$ cat config.mk
export PLATFORM = sky130hd
export DESIGN_NAME = csa_expiry_timer
export DESIGN_NICKNAME = d
export VERILOG_FILES = /design/src/rtl/csatmr_pkg.sv /design/src/rtl/csatmr_cell.sv /design/src/rtl/csatmr_core.sv /design/src/rtl/csatmr_edge.sv /design/src/rtl/csa_expiry_timer.sv
export SDC_FILE = /design/constraint.sdc
export NUM_CORES = 1
export LEC_CHECK = 0
export BUFFER_PORTS_ARGS = -buffer_cell sky130_fd_sc_hd__buf_2
export CELL_PAD_IN_SITES_DETAIL_PLACEMENT = 0
export CELL_PAD_IN_SITES_GLOBAL_PLACEMENT = 2
export CORE_MARGIN = 8
export CORE_UTILIZATION = 35
export CTS_BUF_LIST = sky130_fd_sc_hd__clkbuf_4 sky130_fd_sc_hd__clkbuf_8 sky130_fd_sc_hd__clkbuf_16
export DETAILED_ROUTE_END_ITERATION = 8
export PLACE_DENSITY = 0.75
export SETUP_SLACK_MARGIN = 0.2
export SKIP_LAST_GASP = 1
export SYNTH_ARGS = -nofsm -noshare
export SYNTH_HDL_FRONTEND = slang
export SYNTH_HIERARCHICAL = 1
export SYNTH_SLANG_ARGS = --single-unit
$ cat constraint.sdc
create_clock -name clk_i -period 2.1 [get_ports clk_i]
set_clock_uncertainty 0.1 [all_clocks]
set_input_delay 0.315 -clock clk_i [delete_from_list [all_inputs] [get_ports clk_i]]
set_output_delay 0.315 -clock clk_i [all_outputs]
set_load 0.02 [all_outputs]
$ cat src/rtl/csatmr_pkg.sv
package csatmr_pkg;

   // Smallest width for which the redundant state has at least one sum bit.
   localparam int MIN_W = 2;

   // Cycles after the load cycle during which the level stays low;
   // the level first rises on cycle gap+1.
   function automatic longint unsigned expiry_gap(input int w, input longint unsigned p);
      return (longint'(1) << w) + longint'(w) - 2 - p;
   endfunction

endpackage

$ cat src/rtl/csatmr_cell.sv
// One bit slice of the redundant counter: a half adder on the slice's own
// sum and carry bits, with the load path muxed in front of both registers.
module csatmr_cell (
   input  logic load_i,
   input  logic pre_i,
   input  logic sum_i,
   input  logic car_i,
   output logic sum_o,
   output logic car_o
);

   always_comb begin
      if (load_i) begin
         sum_o = pre_i;
         car_o = 1'b0;
      end else begin
         sum_o = sum_i ^ car_i;
         car_o = sum_i & car_i;
      end
   end

endmodule

$ cat src/rtl/csatmr_core.sv
module csatmr_core
   import csatmr_pkg::*;
#(
   parameter int W = 8
) (
   input  logic         clk_i,
   input  logic         load_i,
   input  logic [W-1:0] preset_i,
   output logic         done_lvl_o
);

   localparam int R  = W - 1;
   localparam int NW = W + 2;
   localparam logic [NW-1:0] GAP_BASE = NW'(expiry_gap(W, 0));

   logic [R-1:0] sum_q, sum_d;
   logic [R:0]   car_q, car_d;
   logic [R:1]   car_up_d;
   logic         car0_d;
   logic         exp_q, exp_d;

   for (genvar i = 0; i < R; i++) begin : g_slice
      csatmr_cell u_cell (
         .load_i (load_i),
         .pre_i  (preset_i[i+1]),
         .sum_i  (sum_q[i]),
         .car_i  (car_q[i]),
         .sum_o  (sum_d[i]),
         .car_o  (car_up_d[i+1])
      );
   end

   // Bit 0 of the carry vector is the increment: it toggles every cycle.
   assign car0_d = load_i ? preset_i[0] : ~car_q[0];
   assign car_d  = {car_up_d, car0_d};

   assign exp_d = load_i ? 1'b0 : (exp_q | car_q[R]);

   always_ff @(posedge clk_i) begin
      sum_q <= sum_d;
      car_q <= car_d;
      exp_q <= exp_d;
   end

   assign done_lvl_o = exp_d;

   // ---------------- checking state and assertions ----------------
   logic          seen_q = 1'b0;
   logic [NW-1:0] since_q = '0;
   logic [NW-1:0] gap_q = '0;

   always_ff @(posedge clk_i) begin
      if (load_i) begin
         seen_q  <= 1'b1;
         since_q <= NW'(1);
         gap_q   <= GAP_BASE - NW'(preset_i);
      end else if (since_q != '1) begin
         since_q <= since_q + NW'(1);
      end
   end

   // the redundant count expires after exactly gap+1 cycles
   assert_expiry_time_R3: assert property (@(posedge clk_i) disable iff (!seen_q)
      !load_i |-> (done_lvl_o == (since_q > gap_q)));

   // the first cycle after a load never shows expiry
   assert_load_restart_R1: assert property (@(posedge clk_i) disable iff (!seen_q)
      load_i |=> (load_i || !done_lvl_o));

   // expiry is sticky until a load
   assert_sticky_done_R4: assert property (@(posedge clk_i) disable iff (!seen_q)
      (done_lvl_o && !load_i) |=> (done_lvl_o || load_i));

endmodule

$ cat src/rtl/csatmr_edge.sv
// Rising-edge detector on the expiry level.
module csatmr_edge (
   input  logic clk_i,
   input  logic lvl_i,
   output logic pulse_o
);

   logic prev_q;

   always_ff @(posedge clk_i) prev_q <= lvl_i;

   assign pulse_o = lvl_i & ~prev_q;

endmodule

$ cat src/rtl/csa_expiry_timer.sv
module csa_expiry_timer
   import csatmr_pkg::*;
#(
   parameter int W = 8
) (
   input  logic         clk_i,
   input  logic         load_i,
   input  logic [W-1:0] preset_i,
   output logic         done_o,
   output logic         done_pulse_o
);

   // elaboration-time width check
   if (W < MIN_W) begin : g_bad_width
      $error("csa_expiry_timer: W must be at least %0d", MIN_W);
   end

   logic done_lvl;

   csatmr_core #(.W(W)) u_core (
      .clk_i      (clk_i),
      .load_i     (load_i),
      .preset_i   (preset_i),
      .done_lvl_o (done_lvl)
   );

   csatmr_edge u_edge (
      .clk_i   (clk_i),
      .lvl_i   (done_lvl),
      .pulse_o (done_pulse_o)
   );

   assign done_o = done_lvl;

   logic armed_q = 1'b0;
   always_ff @(posedge clk_i) if (load_i) armed_q <= 1'b1;

   // the pulse lasts one cycle
   assert_pulse_single_R5: assert property (@(posedge clk_i) disable iff (!armed_q)
      done_pulse_o |=> !done_pulse_o);

   // a pulse only accompanies a high level
   assert_pulse_level_R5: assert property (@(posedge clk_i) disable iff (!armed_q)
      done_pulse_o |-> done_o);

endmodule

==> metrics list, run 1 <==
* Outcome: finished, final reports clean
- The worst setup path is captured at an output port.
* Die outline width: 58.4 um
* Final TNS setup: 0 ps
- Routing layer with the top usage in global route: met2
* Total setup buffers inserted after CTS: 0
- Y dimension of the die: between 50 and 60 um
- Global-route total usage across every layer: 0.0556
* Static leakage: between 0.3 and 0.4 nW
- The floorplan has 15 rows.
* Final Net Count: 77
* Ratio of routed vias to standard cells: 3.96
* Final period demand of the worst path: 1530 ps
* Most common cell in the synthesized netlist: dfxtp_1
* PortBufs: 11
- Gates resized, CTS repair: 0
* Area grow syn2layout: 19.7%
- Number of endpoints failing setup at the final stage: 0
- For this run, the number of Yosys warnings is 6.
* Start point of the critical path: u_core/car_q[7]
- Fraction of the yosys area taken by sequential cells: 0.541
* Type of the worst setup path: reg2out
- Measured against its own limit, the worst slew margin works out to 0.867.
- In the routed design, unresolved DRC markers number 0.
* Start point of the worst min-delay path: load_i
* Worst IR drop on VDD: 0.000361 V
* Post-synth ARST share: 0
- After routing the design area is 753 um^2.
- Largest net degree at the start of global routing: 16
* Unrepaired setup endpoints after global routing: no
* Maximum Capacitance Violations: 0
- First DRT Iteration DRCs: 0
* Global placer's final weighted congestion: 0.584
- Average detailed-routed wire length per instance: just over 9 um
- Global routing finished with a remaining overflow of 0.
- The clock reaches the later pin of the worst-skew pair after 270 ps.
- Antenna violations before repair: 0
* Ranking of synthesized cells by instance count: 17 x dfxtp_1, 7 x and2b_2, 7 x ha_1, 7 x mux2_4, 2 x nor2_1
* Routed wire length: 772 um
- In this run the critical register-to-register path is launched from u_core/sum_q[1].
* Clock sink total: 17
* Arrival time of the worst setup path: 1120 ps
- Proportion of layout cells with a drive suffix above 1: 0.525
- Cell area after placement: 723 um^2
- Synthesis inferred 17 register bits.
* Number of buffers inserted during clock tree synthesis: 3
- The first global-routing pass estimated approximately 1500 um of wire.
* Die area: 0.00341 mm^2
- Worst Hold Class: in2reg
- For this run, global-route usage on met1 was measured as 0.0668.
* Worst setup SP type: flop
* Total number of vias: approximately 330
* Fraction of synthesized cell area taken by the top area cell type: 0.541
- Biggest area consumer among synthesized cells: dfxtp_1
- CTS clk-pin slew, worst paths: 90 ps
* Fraction of the core area covered by cells at the end of the flow: 0.441
- Counting every instance in the synthesized netlist gives 43.
- Number of nets still failing antenna checks after routing: 0
- In this run the power density over the cells is 789 mW/mm^2.
* Worst slack, placed: 727 ps
* Met2 demand-to-capacity share in global routing: 0.0850
- Fmax: 653 MHz
* Final worst-path setup slack: approximately 570 ps
- Global Route met3 Usage: 0.0239
- In this run, distinct cell masters in the synthesized netlist total 8.
- Flip-flop cell with the highest count after synthesis: dfxtp_1
- Detailed-router iteration count before antenna repair: 1
* Top post-synthesis cells by area: dfxtp_1 54%, mux2_4 17%, ha_1 14%
- TritonCTS built the clock tree.
* Peak fanout along the critical path: 4
* Area of the mapped netlist: 629 um^2
* Top Ports: 12
* Vias in the first global route: 365
- The region available for standard cell placement spans between 0.0015 and 0.002 mm^2.
- Root buf cell: clkbuf_4
- CTS built an H-tree with a depth of 1.
* Number of hold-slack violations in the final timing report: 0
- The number of max-slew violations in the final report was 0.
* Number of enable flip-flop cells after synthesis: 0
- No sink is reached through more buffers than the 2 on the longest clock path.
- Initial standard-cell utilization of the core: 0.368
- Number of buffers inserted by hold repair at cts: 0
- Number of diodes added for antenna fixing: 0
- Data on the critical path is required at its endpoint by 1680 ps.
- Dividing the final minimum period by the clock period gives 0.729.
- For the pin with the worst max-slew slack, the measured transition is around 200 ps.
* Net count after synthesis: 60
- The worst register-to-register path has a setup slack of between 1000 and 1500 ps.
* Average cell area after synthesis: 14.6 um^2
layout make-up:
class	instances	area (um^2)
well taps	25	31.3
clock buffers	4	30.0
inverters	1	3.75
flip-flops and latches	17	340
multi-input cells	25	285
fillers	171	955
repair buffers	12	62.6
layout by cell type (no fill, tap or decap):
cell type / synthesis / routed
dfxtp_1: 17 / 17
buf_2: 0 / 11
mux2_4: 7 / 7
and2b_2: 7 / 7
ha_1: 7 / 7
clkbuf_4: 0 / 4
nor2_1: 2 / 2
inv_1: 1 / 1
mux2i_1: 1 / 1
buf_4: 0 / 1
nor2b_4: 1 / 1
per-layer routing:
metal | share of wire | up-vias
li1 | - | 175
met1 | 0.51 | 151
met2 | 0.42 | 7
met3 | 0.067 | 0
met4 | 0 | 0
met5 | 0 | -
power breakdown:
group / switching, W / total [W] / internal, W / leakage, nW
clock: 0.0000906 / 0.000177 / 0.0000864 / 0.0184
sequential: 0.00000721 / 0.000353 / 0.000346 / 0.140
combinational: 0.0000197 / 0.0000643 / 0.0000446 / 0.230
total: 0.000118 / 0.000595 / 0.000477 / 0.389
flip-flops by register name, summed over array words and instances, names as in the netlist:
signal,cells
u_core/exp_q,1
u_core/car_q,8
u_edge/prev_q,1
u_core/sum_q,7
path summary, 6_finish.rpt:
path	end	cells past startpoint
setup / recovery	done_pulse_o	4
hold / removal	u_core/exp_q	2
setup reg to reg	u_core/sum_q[1]	2
hold reg to reg	u_core/car_q[0]	1
stage by stage:
stage / power (W) / hold WS, ps / instances
5_1_grt: 0.000629 / 145 / 84
4_1_cts: 0.000605 / 147 / 84
2_1_floorplan: 0.000403 / 315 / 43
3_3_place_gp: 0.000424 / 341 / 80
6_report: 0.000595 / 154 / 84
3_5_place_dp: 0.000427 / 343 / 80
kinds of logic after synthesis:
kind of cell               synth area share
muxes                                 0.183
adders and majority gates             0.139
DFF                                   0.541
and+or+nand+nor                       0.131
buffers and inverters               0.00596
worst max-delay path, stage by stage (launching register included):
cell,delay [ps]
dfxtp_1,320
nor2_1,40
nor2_1,170
nor2b_4,160
buf_2,160
Note: power is estimated with default switching activity, not from simulation.
==> inputs of run 2 (changes only) <==
clock period = 1.46 ns   (was 2.1 ns; I/O delays follow)
==> run 2 against run 1 <==
Against the previous run:
- hold slack got worse by 110 ps
- design area rose by 4.3%
- routed wire length rose by 16%
- sequential share of layout area fell by 1.6 points
- die area did not move
- clock power rose by 40%
- register-to-register slack got worse by 640 ps
- non-clock buffer count rose by 2
- worst setup slack got worse by 490 ps
- sequential cell count did not move
- via count rose by 0.60%
- power rose by 42%
==> metrics list, run 2 (synthesis results as in run 1) <==
- In the final routed layout, each cell accounts on average for 10.4 um.
* Number of diodes added for antenna fixing: 0
* Maximum Capacitance Violations: 0
* Internal Power: 0.000663 W
* Switch Pwr: 0.000184 W
- CTS clk-pin slew, worst paths: approximately 100 ps
* Routed length on met1: between 400 and 500 um
- Worst IR drop on VDD: 0.000535 V
- Final worst-path setup slack: 80.8 ps
- For this configuration, the core starts out at a cell density of 0.368.
* Final Net Count: ~80
* Number of hold-slack violations in the final timing report: 0
- Ratio of routed vias to standard cells: ~4
- Wire length of the first global-routing pass: 1590 um
- Global-route total usage across every layer: 0.0609
* Unrepaired setup endpoints after global routing: yes
- TritonCTS built the clock tree.
- Type of the worst setup path: reg2out
- The die is 58.4 um wide.
* Power share of the sequential group: 0.600
* Final period demand of the worst path: 1380 ps
- Wires add up to 895 um.
- Remaining design rule violation count: 0
- Ratio of total power to cell area: 1080 mW/mm^2
- Worst setup SP type: flop
* Combinational Power Share: 0.108
- Worst slack, placed: 252 ps
- Antenna violations before repair: 0
- During placement, the flow inserted port buffers numbering 11.
- Worst Hold Class: in2reg
- From bottom edge to top edge, the die measures between 50 and 60 um.
- Die area: around 0.0034 mm^2
- Of the available clock period, the critical path in the final layout requires 0.945.
* Routed met3 length: roughly 62 um
- Residual overflow from global routing: 0
- The filler cells instantiated in the layout total 171.
- STA puts the critical path data required time at 1140 ps.
* Switching part of the total power: 0.217
- Before antenna repair, the detailed router went through 2 iterations.
- For this design the top-level I/O count stands at 12.
- FF+latch area: 343 um^2
- Along the worst path, the maximum fanout reaches 3.
- For the final routed database, the setup TNS stands at 0 ps.
- Clock tree synthesis found a total of 17 sinks.
- Clock tree buffer depth: 2
- The worst pin sits at a relative slew slack of 0.852.
* Commonest cells after routing, fill and taps aside: 15 x dfxtp_1, 9 x buf_2, 7 x mux2_4, 7 x and2b_2, 7 x ha_1
* Tightest Pin Transition: 223 ps
- Summing all multi-input logic gate instances after layout gives 290 um^2.
- The count of nets left with antenna violations once routing finished came out at 0.
* Root buf cell: clkbuf_4
- Top routing layer in use: met3
* Number of buffers inserted during clock tree synthesis: 3
* Global placer's final weighted congestion: ~0.65
- Setup violations remaining at the end of the flow were counted as 0.
- Max H-tree Level: 1
* Detail Placement HPWL: 640 um
- Largest registers: u_core/car_q x8, u_core/sum_q x7
* Area grow syn2layout: 24.9%
- Row cnt: 15
- Clock latency on the worst-skew pair, taken at its later pin, is between 200 and 300 ps.
* Fmax: 725 MHz
* Outcome: finished, final reports clean
* Register ranked first by flip-flop count: u_core/car_q
- The register with the most flip-flops in the layout has 8 of them.
* Static leakage: approximately 0.4 nW
- Vias in the first global route: 370
- After the first detailed-routing iteration, the DRC count stood at 2.
* Total number of vias: 335
- Number of buffers inserted by hold repair at cts: 0
- Entering global routing, the biggest net connects 11 pins.
- STA classifies the critical path endpoint as an output port.
- Proportion of layout cells with a drive suffix above 1: 0.607
- Arrival time of the worst setup path: 1060 ps
* Leading cell type in the layout, fill and taps excluded: dfxtp_1
- In the detailed route, the total length drawn on met2 is 394 um.
- Area of the placeable core: around 0.0017 mm^2
* Final Max Slew Viols: 0
- Of the total power, the clock network draws 0.291.
run 2: cell count changes in the layout (fill, tap and decap cells not counted), sizes merged:
cell    change
clkinv      +1
buf         +2
clkbuf      -1
run 2: worst max-delay path, cell delays in order (launching register included):
cell	delay (ps)
dfxtp_2	340
nor2_2	40
nor2_2	110
nor2b_4	160
buf_6	120
run 2: path summary, 6_finish.rpt:
kind | startpoint | end | slack [ps] | cells past startpoint
worst min register to register | u_core/car_q[0] | u_core/car_q[0] | 350 | 1
worst max register to register | u_core/sum_q[1] | u_core/sum_q[1] | 400 | 2
worst min-delay path | preset_i[5] | u_core/sum_q[4] | 50 | 2
worst max-delay path | u_core/exp_q | done_pulse_o | 80 | 4
run 2: layout make-up:
| cell class | instances | share of cell area |
|---|---|---|
| multi-input combinational | 25 | 0.369 |
| tap | 25 | 0.0398 |
| sequential | 17 | 0.436 |
| timing repair buffer | 14 | 0.115 |
| inverter | 1 | 0.00478 |
| clock inverter | 1 | 0.00637 |
| clock buffer | 3 | 0.0287 |
run 2: power by group through the flow:
stage          sequential, W  clock [W]  combinational [W]
3_5_place_dp        0.000520          0          0.0000948
6_report            0.000509   0.000247          0.0000918
2_1_floorplan       0.000517          0          0.0000633
4_1_cts             0.000510   0.000259          0.0000941
5_1_grt             0.000512   0.000288           0.000103
3_3_place_gp        0.000520          0          0.0000917
run 2: stage by stage:
step	hold WS, ps	power [W]	instance area, um^2	util	std cells
4_1_cts	36.7	0.000863	767	0.449	85
5_1_grt	30.2	0.000903	786	0.460	86
2_1_floorplan	221	0.000580	632	-	43
3_3_place_gp	334	0.000611	726	0.425	80
3_5_place_dp	339	0.000614	726	0.425	80
6_report	45.9	0.000847	786	0.460	86
run 2: repair_timing:
| action | 4_1_cts | 5_1_grt |
|---|---|---|
| setup buffers | 1 | 1 |
| resized for setup | 2 | 5 |
| endpoints found under the setup margin | 2 | 2 |
| pin swaps | 2 | 1 |
run 2: per-layer routing:
metal / up-vias / GRT usage
li1: 179 / -
met2: 9 / 0.0866
met3: 0 / 0.0500
met4: 0 / 0.0105
met1: 147 / 0.0690
met5: - / 0
==> inputs of run 3 (changes only) <==
CORE_UTILIZATION = 31   (was 35)
PLACE_DENSITY = 0.7   (was 0.75)
clock period = 1.2 ns   (was 1.46 ns; I/O delays follow)
==> run 3 against run 2 <==
Against the previous run:
- the flow now finishes with violations (negative setup slack)
- critical path depth stayed put
- first-iteration DRC count is 100% lower
- power is 30% higher
- non-clock buffer count is 3 higher
- die area is 9.3% higher
- final cell count is 5.8% higher
- count of clock-buffer cells in the layout is 1 higher
- global-route usage is 0.62 points lower
- sequential cell count stayed put
- clock power is 29% higher
- critical path type unchanged
- critical endpoint unchanged
- largest cell class is now multi-input gates
==> metrics list, run 3 (synthesis results as in run 1) <==
- Worst Hold Class: in2reg
- The register with the most flip-flops in the layout has 8 of them.
- Commonest cells after routing, fill and taps aside: 15 x dfxtp_2, 9 x buf_2, 7 x mux2_4, 7 x and2b_2, 7 x ha_4
* Max H-tree Level: 1
- The repair_antennas step left the layout with diodes totalling 0.
- The number of max-slew violations in the final report came to 0.
- At the end of routability-driven placement, the weighted congestion stood at 0.628.
* Root buf cell: clkbuf_4
- IR analysis of the VDD net gives a maximum drop of 0.000671 V.
- Final TNS setup: -207 ps
- Worst setup SP type: flop
- CTS clk-pin slew, worst paths: roughly 100 ps
- At the pin with the least slew margin, the transition time is 143 ps.
- The critical path is of the reg2out type.
- The number of endpoints with negative hold slack in the final report was 0.
- The die is 61.1 um wide.
- After detailed routing, the number of vias per cell comes to between 3 and 4.
- Detailed-router iteration count before antenna repair: 1
* Area grow syn2layout: 49.7%
- Detail Placement HPWL: 649 um
* Largest net degree at the start of global routing: 12
* Final Net Count: 82
- Highest cell delay on the worst timing path: about 350 ps
- Critical R2R Capture: u_core/sum_q[1]
- In the routed design, unresolved DRC markers number 0.
* PortBufs: 11
* Peak fanout along the critical path: 3
* Number of nets still failing antenna checks after routing: 0
- The largest registers in the layout are u_core/car_q x8, u_core/sum_q x7.
- Summed over all layers, the routed wires come to approximately 890 um.
- The run finished, with violations left.
- Clock sink total: 17
- Filler cell count: 181
* Unrepaired setup endpoints after global routing: yes
- Top Ports: 12
* Final worst-path setup slack: -104 ps
- The die covers 0.00373 mm^2.
- TritonCTS clock tree: built
- Area of the placeable core: 0.00194 mm^2
* Residual overflow from global routing: 0
* Clock tree buffer depth: 2
- Final std cells w/o fill: 91
* Depth of the most critical reg-to-reg path: 2
- Row cnt: 16
- The worst setup path is captured at an output port.
* Average detailed-routed wire length per instance: 9.79 um
- For this configuration, the core starts out at a cell density of 0.324.
- The path with the worst hold slack has its endpoint at u_core/sum_q[1].
* Post-route fraction of the period consumed by the critical path: 1.09
- The final reports fail on negative setup slack.
- Worst r2r src: u_core/car_q[1]
- The initial antenna violation count was 0.
- For this design the static power due to leakage is between 0.4 and 0.5 nW.
* Total number of vias: 360
- Y dimension of the die: about 61 um
- In this run the tightest slew margin relative to its limit is 0.905.
* Critical path, cell by cell: nor2_4 > nor2_4 > nor2b_4 > buf_6
- Arrival time of the worst setup path: 1020 ps
- After the first detailed-routing iteration, the DRC count stood at 0.
* Required time worst endpoint: 920 ps
- The worst path in the final design needs a cycle of between 1000 and 1500 ps, including I/O delays and setup.
- For this run, the top clock speed supported by timing is 767 MHz.
- The first global-routing pass estimated 1480 um of wire.
- Cell repeated most along the worst path: nor2_4
- Slack of the worst reg-to-reg path: 180 ps
* Worst-path cell with the longest stage delay: dfxtp_2
* Maximum Capacitance Violations: 0
* Placed Cells: 83
* Leading cell type in the layout, fill and taps excluded: dfxtp_2
* Register ranked first by flip-flop count: u_core/car_q
* Instance count along the most critical hold path: 2
- Start point of the worst min-delay path: preset_i[2]
- Number of buffers inserted during clock tree synthesis: 3
- Worst-skew pair later-pin latency: 280 ps
- Setup violations remaining at the end of the flow were counted as 2.
* Proportion of layout cells with a drive suffix above 1: 0.922
* Hold Worst Slack: 17.1 ps
- For this run, the total global-route usage over all layers was measured as 0.0546.
- The via count of the first global-routing pass was 360.
- Dividing total power by cell area gives a power density of 1170 mW/mm^2.
run 3: cell types whose count changed in the layout (fill, tap and decap cells not counted), sizes merged:
cell | before | now
clkbuf | 3 | 4
dlygate4sd3 | 0 | 1
buf | 14 | 16
clkinv | 1 | 0
run 3: per-layer routing:
metal,track usage,share of wire,up-vias
met5,0,0,-
met1,0.0663,0.53,165
met2,0.0701,0.40,10
li1,-,-,185
met3,0.0292,0.071,0
met4,0.0399,0,0
run 3: worst max-delay path: cells and delay by family (launching register included):
family	cells	cell delay (ps)
and+or+nand+nor	3	280
DFF	1	350
buffers and inverters	1	120
run 3: timing repair:
action                     CTS  global route
gates resized for setup     24             4
hold buffers                 0             1
buffers inserted             2             1
setup endpoints to repair    9             9
hold endpoints to repair     0             1
pin swaps                    7             4
run 3: how the worst max path moves through the flow:
stage | from | end | slack (ps) | cells past startpoint
2_1_floorplan | u_core/sum_q[0] | u_core/sum_q[0] | 180 | 2
3_3_place_gp | u_core/sum_q[6] | u_core/sum_q[6] | 160 | 2
3_5_place_dp | u_core/car_q[7] | done_pulse_o | 150 | 4
4_1_cts | u_core/exp_q | done_pulse_o | -120 | 4
5_1_grt | u_core/exp_q | done_pulse_o | -160 | 4
6_report | u_core/exp_q | done_pulse_o | -100 | 4
run 3: stage by stage:
step	utilization	setup WS (ps)	total power, W	area (um^2)
finish	0.485	-104	0.00110	942
global route	0.485	-163	0.00116	942
CTS	0.474	-118	0.00111	920
detailed placement	0.388	147	0.000754	753
global placement	0.388	156	0.000751	753
floorplan	-	175	0.000706	637
run 3: report_power, final:
group	switching (W)	total [W]	internal (W)	leakage, nW
logic	0.0000366	0.000135	0.0000986	0.259
registers	0.0000314	0.000646	0.000614	0.144
clock network	0.000167	0.000318	0.000151	0.0184
total	0.000235	0.00110	0.000864	0.421
run 3: area by class of cell:
class | instances | area (um^2) | area share
Multi-Input combinational cell | 25 | 388 | 0.412
Sequential cell | 17 | 359 | 0.381
Timing Repair Buffer | 17 | 128 | 0.135
Tap cell | 27 | 33.8 | 0.0359
Clock buffer | 4 | 30.0 | 0.0319
Inverter | 1 | 3.75 | 0.00398
